### src/rtl/adm_pkg.sv
package adm_pkg;
  localparam int AW       = 10;
  localparam int DW       = 32;
  localparam int DONE_BIT = 0;
  localparam int ERR_BIT  = 6;

  typedef enum logic [3:0] {
    K_NONE, K_TXSTART, K_TXSTOP, K_RXSTART, K_RXSTOP,
    K_TXRUN, K_RXRUN, K_TXSUM, K_RXSUM, K_GLB, K_STAT, K_MASK
  } kind_e;

  typedef struct packed {
    kind_e      kind;
    logic [5:0] ch;
    logic [1:0] out;
  } dec_t;

  // word address layout
  function automatic dec_t decode(logic [AW-1:0] a);
    dec_t d;
    d.kind = K_NONE;
    d.ch   = a[8:3];
    d.out  = a[1:0];
    if (a[9]) begin
      d.kind = a[2] ? K_MASK : K_STAT;
    end else if (a[8:5] == 4'd0) begin
      case (a[4:2])
        3'b000: case (a[1:0])
                  2'd0: d.kind = K_TXSTART;
                  2'd1: d.kind = K_TXSTOP;
                  2'd2: d.kind = K_RXSTART;
                  default: d.kind = K_RXSTOP;
                endcase
        3'b001: if (a[1:0] == 2'd0) d.kind = K_TXRUN;
                else if (a[1:0] == 2'd1) d.kind = K_RXRUN;
        3'b010: d.kind = K_TXSUM;
        3'b011: d.kind = K_RXSUM;
        3'b100: d.kind = K_GLB;
        default: d.kind = K_NONE;
      endcase
    end
    return d;
  endfunction

  // compress a data word to the two stored status bits {err, done}
  function automatic logic [1:0] pick(logic [DW-1:0] w);
    return {w[ERR_BIT], w[DONE_BIT]};
  endfunction

  function automatic logic [DW-1:0] spread(logic [1:0] b);
    logic [DW-1:0] w;
    w = '0;
    w[DONE_BIT] = b[0];
    w[ERR_BIT]  = b[1];
    return w;
  endfunction
endpackage

### src/rtl/adm_run_ctl.sv
module adm_run_ctl
  import adm_pkg::*;
#(
  parameter int NPAIR = 4
) (
  input  logic             clk_i,
  input  logic             rst_ni,
  input  logic             we_i,
  input  kind_e            kind_i,
  input  logic [NPAIR-1:0] bits_i,
  output logic [NPAIR-1:0] tx_run_o,
  output logic [NPAIR-1:0] rx_run_o
);
  // start sets, stop clears, zero bits untouched
  always_ff @(posedge clk_i or negedge rst_ni) begin
    if (!rst_ni) begin
      tx_run_o <= '0;
      rx_run_o <= '0;
    end else if (we_i) begin
      case (kind_i)
        K_TXSTART: tx_run_o <= tx_run_o | bits_i;
        K_TXSTOP:  tx_run_o <= tx_run_o & ~bits_i;
        K_RXSTART: rx_run_o <= rx_run_o | bits_i;
        K_RXSTOP:  rx_run_o <= rx_run_o & ~bits_i;
        default: ;
      endcase
    end
  end
endmodule

### src/rtl/adm_chan_regs.sv
module adm_chan_regs #(
  parameter int NOUT = 4
) (
  input  logic                 clk_i,
  input  logic                 rst_ni,
  input  logic                 run_i,
  input  logic                 done_i,
  input  logic                 err_i,
  input  logic [NOUT-1:0]      wr_st_i,
  input  logic [NOUT-1:0]      wr_mk_i,
  input  logic [1:0]           wbits_i,
  output logic [NOUT-1:0][1:0] st_o,
  output logic [NOUT-1:0][1:0] mk_o,
  output logic [NOUT-1:0]      hit_o
);
  logic [1:0] ev;
  // gating applies to incoming pulses only
  assign ev = run_i ? {err_i, done_i} : 2'b00;

  always_ff @(posedge clk_i or negedge rst_ni) begin
    if (!rst_ni) begin
      st_o <= '0;
      mk_o <= '0;
    end else begin
      for (int o = 0; o < NOUT; o++) begin
        // clear first, new event wins
        st_o[o] <= (st_o[o] & ~(wr_st_i[o] ? wbits_i : 2'b00)) | ev;
        if (wr_mk_i[o]) mk_o[o] <= wbits_i;
      end
    end
  end

  for (genvar o = 0; o < NOUT; o++) begin : g_hit
    assign hit_o[o] = |(st_o[o] & mk_o[o]);
  end
endmodule

### src/rtl/adm_glb_regs.sv
module adm_glb_regs #(
  parameter int NOUT = 4,
  parameter int GW   = 8
) (
  input  logic                   clk_i,
  input  logic                   rst_ni,
  input  logic [NOUT-1:0]        clr_i,
  input  logic [GW-1:0]          evt_i,
  output logic [NOUT-1:0][GW-1:0] glb_o
);
  // pulses reach every output, clears are per output
  always_ff @(posedge clk_i or negedge rst_ni) begin
    if (!rst_ni) begin
      glb_o <= '0;
    end else begin
      for (int o = 0; o < NOUT; o++)
        glb_o[o] <= (clr_i[o] ? '0 : glb_o[o]) | evt_i;
    end
  end
endmodule

### src/rtl/adm_irq_ctl.sv
module adm_irq_ctl
  import adm_pkg::*;
#(
  parameter int NCH  = 8,
  parameter int NOUT = 4,
  parameter int GW   = 8
) (
  input  logic            clk_i,
  input  logic            rst_ni,
  input  logic            reg_we_i,
  input  logic [AW-1:0]   reg_addr_i,
  input  logic [DW-1:0]   reg_wdata_i,
  output logic [DW-1:0]   reg_rdata_o,
  input  logic [NCH-1:0]  done_evt_i,
  input  logic [NCH-1:0]  err_evt_i,
  input  logic [GW-1:0]   glb_evt_i,
  output logic [NOUT-1:0] irq_o
);
  localparam int NPAIR = NCH / 2;
  localparam int CW    = $clog2(NCH);
  localparam int OW    = (NOUT > 1) ? $clog2(NOUT) : 1;

  dec_t dec;
  assign dec = decode(reg_addr_i);

  logic [NCH-1:0]                chan_run;
  logic [NPAIR-1:0]              tx_run, rx_run;
  logic [NCH-1:0][NOUT-1:0][1:0] st_q, mk_q;
  logic [NCH-1:0][NOUT-1:0]      hit;
  logic [NOUT-1:0][NPAIR-1:0]    tx_sum, rx_sum;
  logic [NOUT-1:0][GW-1:0]       glb_q;
  logic [NOUT-1:0]               glb_clr;

  adm_run_ctl #(.NPAIR(NPAIR)) u_run (
    .clk_i, .rst_ni,
    .we_i(reg_we_i), .kind_i(dec.kind), .bits_i(reg_wdata_i[NPAIR-1:0]),
    .tx_run_o(tx_run), .rx_run_o(rx_run)
  );

  for (genvar c = 0; c < NCH; c++) begin : g_ch
    logic [NOUT-1:0] wr_st, wr_mk;
    if (c % 2 == 0) begin : g_tx
      assign chan_run[c] = tx_run[c/2];
    end else begin : g_rx
      assign chan_run[c] = rx_run[c/2];
    end
    for (genvar o = 0; o < NOUT; o++) begin : g_wr
      assign wr_st[o] = reg_we_i && dec.kind == K_STAT && dec.ch == 6'(c) && dec.out == 2'(o);
      assign wr_mk[o] = reg_we_i && dec.kind == K_MASK && dec.ch == 6'(c) && dec.out == 2'(o);
    end
    adm_chan_regs #(.NOUT(NOUT)) u_regs (
      .clk_i, .rst_ni,
      .run_i(chan_run[c]), .done_i(done_evt_i[c]), .err_i(err_evt_i[c]),
      .wr_st_i(wr_st), .wr_mk_i(wr_mk), .wbits_i(pick(reg_wdata_i)),
      .st_o(st_q[c]), .mk_o(mk_q[c]), .hit_o(hit[c])
    );
  end

  // pair-indexed summaries
  for (genvar o = 0; o < NOUT; o++) begin : g_sum
    for (genvar i = 0; i < NPAIR; i++) begin : g_pair
      assign tx_sum[o][i] = hit[2*i][o];
      assign rx_sum[o][i] = hit[2*i+1][o];
    end
    assign glb_clr[o] = reg_we_i && dec.kind == K_GLB && dec.out == 2'(o) && (&reg_wdata_i);

    assign irq_o[o] = (|tx_sum[o]) | (|rx_sum[o]) | (|glb_q[o]);
  end

  adm_glb_regs #(.NOUT(NOUT), .GW(GW)) u_glb (
    .clk_i, .rst_ni, .clr_i(glb_clr), .evt_i(glb_evt_i), .glb_o(glb_q)
  );

  logic out_ok, ch_ok;
  assign out_ok = int'(dec.out) < NOUT;
  assign ch_ok  = int'(dec.ch) < NCH;

  always_comb begin
    reg_rdata_o = '0;
    case (dec.kind)
      K_TXRUN: reg_rdata_o = DW'(tx_run);
      K_RXRUN: reg_rdata_o = DW'(rx_run);
      K_TXSUM: if (out_ok) reg_rdata_o = DW'(tx_sum[dec.out[OW-1:0]]);
      K_RXSUM: if (out_ok) reg_rdata_o = DW'(rx_sum[dec.out[OW-1:0]]);
      K_GLB:   if (out_ok) reg_rdata_o = DW'(glb_q[dec.out[OW-1:0]]);
      K_STAT:  if (out_ok && ch_ok) reg_rdata_o = spread(st_q[dec.ch[CW-1:0]][dec.out[OW-1:0]]);
      K_MASK:  if (out_ok && ch_ok) reg_rdata_o = spread(mk_q[dec.ch[CW-1:0]][dec.out[OW-1:0]]);
      default: reg_rdata_o = '0;
    endcase
  end
endmodule

### config.mk
export PLATFORM = sky130hd
export DESIGN_NAME = adm_irq_ctl
export DESIGN_NICKNAME = d
export VERILOG_FILES = /design/src/rtl/adm_pkg.sv /design/src/rtl/adm_run_ctl.sv /design/src/rtl/adm_chan_regs.sv /design/src/rtl/adm_glb_regs.sv /design/src/rtl/adm_irq_ctl.sv
export SDC_FILE = /design/constraint.sdc
export NUM_CORES = 1
export LEC_CHECK = 0
export CAP_MARGIN = 20
export CELL_PAD_IN_SITES_DETAIL_PLACEMENT = 1
export CELL_PAD_IN_SITES_GLOBAL_PLACEMENT = 1
export CORE_MARGIN = 2
export CORE_UTILIZATION = 42
export CTS_BUF_LIST = sky130_fd_sc_hd__clkbuf_8
export CTS_CLUSTER_DIAMETER = 80
export DETAILED_ROUTE_END_ITERATION = 8
export GPL_ROUTABILITY_DRIVEN = 0
export PLACE_DENSITY_LB_ADDON = 0.1
export SLEW_MARGIN = 20
export SYNTH_ARGS = -nofsm -noshare
export SYNTH_HDL_FRONTEND = slang
export SYNTH_SLANG_ARGS = --single-unit
### constraint.sdc
create_clock -name clk_i -period 3.77 [get_ports clk_i]
set_clock_uncertainty 0.15 [all_clocks]
set_input_delay 0.754 -clock clk_i [delete_from_list [all_inputs] [get_ports clk_i]]
set_output_delay 0.754 -clock clk_i [all_outputs]
set_load 0.02 [all_outputs]
==> Yosys cells after proc, flatten, opt, wreduce, memory -nomap -nowiden <==
Index checks and enable logic that the tools add are counted.
{ "totals": {"ff_bits": 168, "latch_bits": 0, "ram_bits": 0, "rom_bits": 0, "input_bits": 69, "out_inout_bits": 36, "word_cells": 457, "mem_count": 0} }
{ "op_classes": {"n_addsub": 0, "multipliers": 0, "div": 0, "n_lt_le_gt_ge": 3, "n_eq_ne": 25, "shifts": 0, "n_mux": 70, "bitwise_logic": 145, "reduce_logical": 144} }
{ "op_table": {"columns": ["cell", "n"], "rows": [
  ["2-bit bitwise AND", 64],
  ["8-bit OR reduction", 12],
  ["1-bit logical AND", 91],
  ["2-bit 2-to-1 mux", 42],
  ["2-bit inverter", 32],
  ["2-bit bitwise OR", 32],
  ["2-bit OR reduction", 32],
  ["8-bit 2-to-1 mux", 7],
  ["8-bit one-hot mux with 7 select lines", 1],
  ["8-bit binary-select mux with 3-bit select", 2],
  ["8-bit bitwise OR", 4],
  ["32-bit AND reduction", 1],
  ["6-bit by 3-bit == test with 1-bit output (second input constant)", 4],
  ["4-bit one-hot mux with 5 select lines", 1],
  ["4-bit binary-select mux with 2-bit select", 2],
  ["8-bit binary-select mux with 2-bit select", 1],
  ["4-bit by 3-bit == test with 1-bit output (second input constant)", 4],
  ["4-bit == test (second input constant)", 4],
  ["4-bit 2-to-1 mux", 4],
  ["4-bit one-hot mux with 2 select lines", 2],
  ["7-bit 2-to-1 mux", 2],
  ["6-bit by 2-bit == test with 1-bit output (second input constant)", 2],
  ["3-bit one-hot mux with 3 select lines", 1],
  ["4-bit bitwise AND", 2],
  ["other kinds (23)", 38]
]} }

==> Logic depth before layout (Yosys ltp) <==
Gate-level depths: netlist of run 1.
{ "depth": {"ltp_word": 14, "depth_mapped": 11, "ltp_nobuf": 8} }

==> By module <==
From an unflattened synthesis of run 1, not the netlist that was laid out.
{ "hier_totals": {"hier_cells": 812, "hier_area_um2": 9301.4} }
{ "modules_own_cells": {"columns": ["module", "instances", "cells_per_inst", "area_each_um2", "seq_area_each_um2"], "rows": [
  ["adm_chan_regs", 8, 45, 630.6, 400.4],
  ["adm_irq_ctl", 1, 349, 2777.7, 0.0],
  ["adm_glb_regs", 1, 68, 1056.0, 800.8],
  ["adm_run_ctl", 1, 35, 422.9, 200.2]
]} }

==> Worst setup path before layout of run 1 <==
Ideal clock, no wire load.
{ "synth_timing": {"path_kind": "input-to-output", "startpoint": "in reg_addr_i[1]", "endpoint": "out reg_rdata_o[3]", "arrival_time_ps": 3136, "t_required_ps": 2866, "path_slack_ps": -270, "stages": 10, "n_path_buf": 2, "cell_sequence": "buf_2 -> clkinv_1 -> buf_2 -> ha_1 -> nor2_1 -> o22a_1 -> or4b_4 -> or3_4 -> or2_0 -> nand3_1"} }
{ "synth_between": {"elab_chain_cells": 8} }
{ "synth_rtl": {"columns": ["item", "line_no", "rtl"], "rows": [
  ["start: declaration", "adm_irq_ctl.sv:11", "input logic [AW-1:0] reg_addr_i,"],
  ["2-bit by 1-bit == test with 1-bit output", "adm_pkg.sv:28, adm_pkg.sv:35", null],
  ["3-bit 2-to-1 mux", "adm_pkg.sv:35", "else if (a[1:0] == 2'd1) d.kind = K_RXRUN;"],
  ["3-bit 2-to-1 mux", "adm_pkg.sv:34", "3'b001: if (a[1:0] == 2'd0) d.kind = K_TXRUN;"],
  ["4-bit one-hot mux with 5 select lines", "adm_pkg.sv:27", "case (a[4:2])"],
  ["4-bit 2-to-1 mux", "adm_pkg.sv:26", "end else if (a[8:5] == 4'd0) begin"],
  ["4-bit 2-to-1 mux", "adm_pkg.sv:24", "if (a[9]) begin"],
  ["4-bit == test or 4-bit by 3-bit == test with 1-bit output (tied branches)", "adm_irq_ctl.sv:80", "case (dec.kind)"],
  ["8-bit one-hot mux with 7 select lines (*)", "adm_irq_ctl.sv:80", null],
  ["end: declaration", "adm_irq_ctl.sv:13", "output logic [DW-1:0] reg_rdata_o,"]
]} }
Mark *: on every way between the ends. The rest lies on a longest branch, timed or not. The select of a mux whose other input is x is not followed.

==> Worst setup path in the final report of run 1 <==
{ "layout_timing": {"startpoint": "in reg_addr_i[0]", "endpoint": "out reg_rdata_o[3]"} }
Same word-level chain as after synthesis.

==> flow_summary.yaml, run 1 <==
timing:
  setup_tns_ps: 0
  fin_crit_sh: 0.983
  slew_headroom: 0.542
  clock.fmax_mhz: 270
  hold_viol_final: 0
  slew_violations: 0
  fin_crit_ps: 3710
  worst_slack_ps: 62.7
  setup_viol: 0
  worst_slew_pin_slew_ps: 687
global_route:
  grt.overflow.total: 0
  grt_use_total: 0.294
  first_global_vias: 7844
  grt_pass1_wl_mm: 48.2
  grt_max_degree: 68
  antenna_found_initial: 1
worst_setup_path:
  worst_setup_path_end_kind: "output pin"
  cp_max_fo: 5
  crit_arrival_ps: 2800
  worstSetupStartpointType: "input pin"
  path_class: "input pin to output pin"
  critPathSlowestCell: "or4b_4"
  crit_required_ps: 2870
  slowest_delay_ps: 500
  path_delay_family: "simple AND/OR/NAND/NOR gates"
  crit_chain: "buf_2 > ha_1 > nor2_1 > o22a_1 > or4b_4 > or3_4 > or2_1 > nand3_2 > buf_4"
  critPathBufInv: 2
clock_tree:
  clockRootBuffer: "clkbuf_8"
  ctsHoldBuffers: 0
  clk_pin_slew_ps: 100
  cts_sinks: 168
  cts_made_buffers: 17
  cts_buffer_depth: 2
  cts_max_level: 4
  insertion_delay_ps: 470
  cts_tree: "yes"
layout:
  drive_gt1_frac: 0.241
  syn_to_final_growth_pct: 19.5
  num_antenna_cells: 0
  final_common_cell: "dfrtp_1"
  fill_cells: 2229
  mostFrequentLayoutCells: "dfrtp_1 (168), nand2_1 (143), o21ai_0 (67)"
  final_util: 0.507
  final_nets: 973
run_status:
  status: "completed"
die:
  chipHeight_um: 149
  dieWidth_um: 149
  core_um2: 20800
  dieArea_um2: 22200
  rows: 53
  start_util: 0.424
  io_pins: 105
yosys:
  ys_warn_count: 0
  syn-cell-area_um2: 8830
  synth.avg_cell_area_um2: 11.3
  synth_cell_types: 49
  ys_seq_elements: 168
  yosysSeqAreaShare: 0.476
  synth_cells: 780
placed_design:
  dpl.hpwl_mm: 24.4
  dpl_worst_slack_ps: -817
  port_buffers: 80
drt:
  vias_per_cell: 6.16
  drt-pass1-iter-count: 5
  ant_nets: 0
  wire_per_inst_um: 26.7
  postRouteWirelength_mm: 31.6
  drc: 0
  initialDrtViolationCount: 528
  routed-via-count: 7299
power:
  p_int_mw: 2.57
  power.leakage_nw: 4.04
  seqPwrFrac: 0.523
  pwr-share-clk: 0.351
  power.density_nw_per_um2: 342
  pwr-share-comb: 0.125
  power.switching_mw: 1.03
  power.share.switching: 0.287
  vdd_ir_drop_max_uv: 197
worst_hold_path:
  hold_class: "input pin to async pin"
job:
  drv_cap: 0
-- state kept, by name, indices dropped and copies added, names as in the netlist, named ones only --
name              count
g_ch.u_regs.mk_o     64
g_ch.u_regs.st_o     64
u_glb.glb_o          32
-- timing repair --
item / 4_1_cts / 5_1_grt
gates resized for setup: 27 / 13
endpoints found under the setup margin: 8 / 5
buffers inserted: 0 / 1
pin swaps: 2 / 3
-- cell usage after synthesis, drive strengths merged --
cell	count	area share
a211oi	2	0.0023
a21o	32	0.027
a21oi	13	0.0074
a221oi	2	0.0020
a22oi	33	0.028
a2bb2oi	2	0.0020
a31oi	9	0.0064
and2	4	0.0028
and2b	1	0.00085
and3	7	0.0050
buf	41	0.030
clkbuf	15	0.0064
clkinv	1	0.00042
conb	1	0.00042
dfrtp	168	0.48
ha	6	0.0085
inv	1	0.00042
mux2	64	0.082
mux2i	10	0.011
mux4	50	0.13
nand2	143	0.061
nand2b	9	0.0064
nand3	24	0.014
nand3b	1	0.00085
nand4	18	0.013
nor2	14	0.0060
nor2b	3	0.0021
nor3	10	0.0057
nor3b	1	0.00085
nor4	10	0.0088
nor4b	2	0.0027
o2111ai	1	0.00099
o211ai	1	0.00085
o21ai	68	0.039
o221ai	1	0.00099
o22a	2	0.0020
o2bb2ai	1	0.00099
or2	2	0.0014
or3	5	0.0041
or4	1	0.00085
or4b	1	0.0016
-- per-layer routing --
metal,share of wire,vias up,GRT usage
met2,0.48,328,0.479
met4,0.033,0,0.106
met5,0,-,0
met1,0.42,3822,0.399
met3,0.072,54,0.0511
li1,-,3095,-
-- worst paths after layout --
kind | start | to | slack (ps) | cells after the start
setup reg to reg | flip-flop | g_ch[4].u_regs.st_o[0] | 2580 | 2
setup / recovery | reg_addr_i[0] | reg_rdata_o[3] | 60 | 9
hold / removal | rst_ni | async pin | 110 | 1
hold reg to reg | u_glb.glb_o[16] | u_glb.glb_o[16] | 370 | 1
max in group asynchronous | rst_ni | u_glb.glb_o[14] | 2480 | 2
min in group clk_i | u_glb.glb_o[16] | u_glb.glb_o[16] | 370 | 1
-- cells by family after synthesis --
family	Yosys count	synth area share
AND/OR/NAND/NOR	256	0.137
flip-flops	168	0.476
AO/OA/AOI/OAI	167	0.120
other	1	0.000425
buffers and inverters	58	0.0376
adder cells (fa/ha/maj)	6	0.00850
multiplexers	124	0.221
-- layout make-up --
cell class / count / area [µm²] / area share
multi-input cells: 577 / 4410 / 0.418
flip-flops and latches: 168 / 4200 / 0.398
repair buffers: 132 / 1210 / 0.114
well taps: 275 / 344 / 0.0326
clock buffers: 19 / 262 / 0.0248
clock inverters: 12 / 118 / 0.0111
inverters: 2 / 10.0 / 0.000949
-- stage by stage --
step | total power [mW] | instances | hold slack [ps] | instance area, µm²
floorplan | 2.12 | 803 | 308 | 8940
global placement | 2.36 | 1153 | 334 | 10200
detailed placement | 2.37 | 1153 | 347 | 10200
CTS | 3.63 | 1184 | 126 | 10500
global route | 3.74 | 1185 | 134 | 10600
finish | 3.61 | 1185 | 111 | 10600
-- worst reg2reg max path, stage by stage (launching register included) --
cell     delay [ps]
dfrtp_1         570
nand2_1         270
nand2_1         130
-- power groups by stage --
stage                     Combinational (mW)  Sequential [mW]  Clock [mW]
after floorplan                        0.229             1.89           0
after global placement                 0.435             1.92           0
after detailed placement               0.449             1.92           0
after CTS                              0.447             1.89        1.30
after global routing                   0.486             1.89        1.36
final                                  0.452             1.89        1.27
No activity file was read; power rests on OpenSTA's default activity.
==> run 2, diff against run 1 <==
Settings changed: PLACE_DENSITY set to 0.84, PLACE_DENSITY_LB_ADDON 0.1 to unset.
==> flow_summary.yaml, run 2 (synthesis results as in run 1) <==
layout:
  multi_input_area_um2: 4430
  drive_gt1_frac: 0.246
  top_regs: "g_ch.u_regs.mk_o (64), g_ch.u_regs.st_o (64), u_glb.glb_o (32)"
  mostFrequentLayoutCells: "dfrtp_1 (168), nand2_1 (143), o21ai_0 (67)"
  final_common_cell: "dfrtp_1"
  final_nets: 974
  fin_cells: 1187
  fill_cells: 2235
  final_util: 0.510
  design_area_um2: 10600
  seq_area_um2: 4200
  syn_to_final_growth_pct: 20.3
worst_setup_path:
  crit_chain: "buf_2 > buf_4 > mux4_2 > mux4_2 > nand3_1 > nand3_1 > clkdlybuf4s15_2"
  path_delay_family: "multiplexers"
  worst_r2r_endpoint: "g_ch[4].u_regs.st_o[6]"
  critPathBufInv: 3
  worst_setup_path_end_kind: "output pin"
  critPathSlowestCell: "mux4_2"
  worstRegToRegCells: 2
  crit_arrival_ps: 2820
  worstSetupStartpointType: "input pin"
  crit_required_ps: 2870
  path_class: "input pin to output pin"
  r2r_slack_ps: 2650
  cp_max_fo: 13
  slowest_delay_ps: 560
drt:
  vias_per_cell: 6.37
  drt-pass1-iter-count: 5
  ant_nets: 0
  drc: 0
  postRouteWirelength_mm: 31.5
  initialDrtViolationCount: 671
  wire_per_inst_um: 26.5
  routed-via-count: 7559
clock_tree:
  cts_sinks: 168
  cts_tree: "yes"
  clockRootBuffer: "clkbuf_8"
  clk_pin_slew_ps: 100
  insertion_delay_ps: 480
  cts_max_level: 4
  cts_made_buffers: 17
  cts_setup_buffers: 0
  cts_buffer_depth: 2
power:
  power_mw: 3.82
  power.density_nw_per_um2: 360
  power.leakage_nw: 4.07
  vdd_ir_drop_max_uv: 164
global_route:
  first_global_vias: 7975
  antenna_found_initial: 0
  grt_max_degree: 82
  grt.overflow.total: 0
  grt_pass1_wl_mm: 47.9
  grt_use_total: 0.292
timing:
  rsz0062_at_grt: "no"
  setup_tns_ps: 0
  worst_slack_ps: 45.7
  slew_headroom: 0.451
  fin_crit_sh: 0.988
  setup_viol: 0
  hold_viol_final: 0
  fin_crit_ps: 3720
  worst_slew_pin_slew_ps: 823
  hold_slack_ps: 122
  slew_violations: 0
  clock.fmax_mhz: 269
placed_design:
  dpl_worst_slack_ps: -766
  dpl.hpwl_mm: 23.5
  placed_area_um2: 10200
  placedCellCount: 1155
  port_buffers: 80
die:
  start_util: 0.424
  dieArea_um2: 22200
  core_um2: 20800
  rows: 53
  dieWidth_um: 149
  chipHeight_um: 149
  io_pins: 105
job:
  drv_cap: 0
run_status:
  status: "completed"
worst_hold_path:
  hold_class: "input pin to async pin"
run 2: cell count changes in the layout (fill, tap and decap cells not counted), sizes merged:
cell / before / now
dlymetal6s2s: 2 / 1
clkinvlp: 4 / 2
inv: 6 / 7
buf: 59 / 61
diode: 0 / 1
dlygate4sd2: 4 / 3
clkbuf: 21 / 18
bufinv: 1 / 5
clkdlybuf4s50: 65 / 66
clkdlybuf4s15: 0 / 1
clkinv: 3 / 2
run 2: layout make-up:
| type | count | share of cell area |
|---|---|---|
| Sequential cell | 168 | 0.396 |
| Multi-Input combinational cell | 577 | 0.417 |
| Timing Repair Buffer | 133 | 0.112 |
| Tap cell | 275 | 0.0324 |
| Inverter | 2 | 0.000943 |
| Antenna cell | 1 | 0.000236 |
| Clock inverter | 14 | 0.0196 |
| Clock buffer | 17 | 0.0220 |
run 2: worst max-delay path by stage:
stage,start,end,cells past startpoint
after floorplan,reg_addr_i[1],reg_rdata_o[3],10
after global placement,reg_addr_i[1],reg_rdata_o[3],9
after detailed placement,reg_addr_i[1],reg_rdata_o[3],9
after CTS,reg_addr_i[8],reg_rdata_o[3],7
after global routing,reg_addr_i[4],reg_rdata_o[6],7
final,reg_addr_i[4],reg_rdata_o[6],7
run 2: what timing repair did:
item,CTS,global route
pin swaps,1,2
hold buffers,0,0
gates resized for setup,30,17
endpoints found under the setup margin,8,6
endpoints found under the hold margin,0,0
cloned,0,0
run 2: routing by layer:
layer | up-vias | wire length [µm] | global-route usage
met4 | 0 | 1780 | 0.158
met1 | 3832 | 12000 | 0.370
li1 | 3105 | - | -
met2 | 498 | 14700 | 0.461
met3 | 124 | 3030 | 0.0746
met5 | - | 0 | 0
run 2: power breakdown:
group,total [mW],leakage (nW),switching (mW),internal (mW)
sequential,1.88,1.82,0.0546,1.83
combinational,0.449,2.03,0.273,0.176
clock,1.48,0.226,0.704,0.781
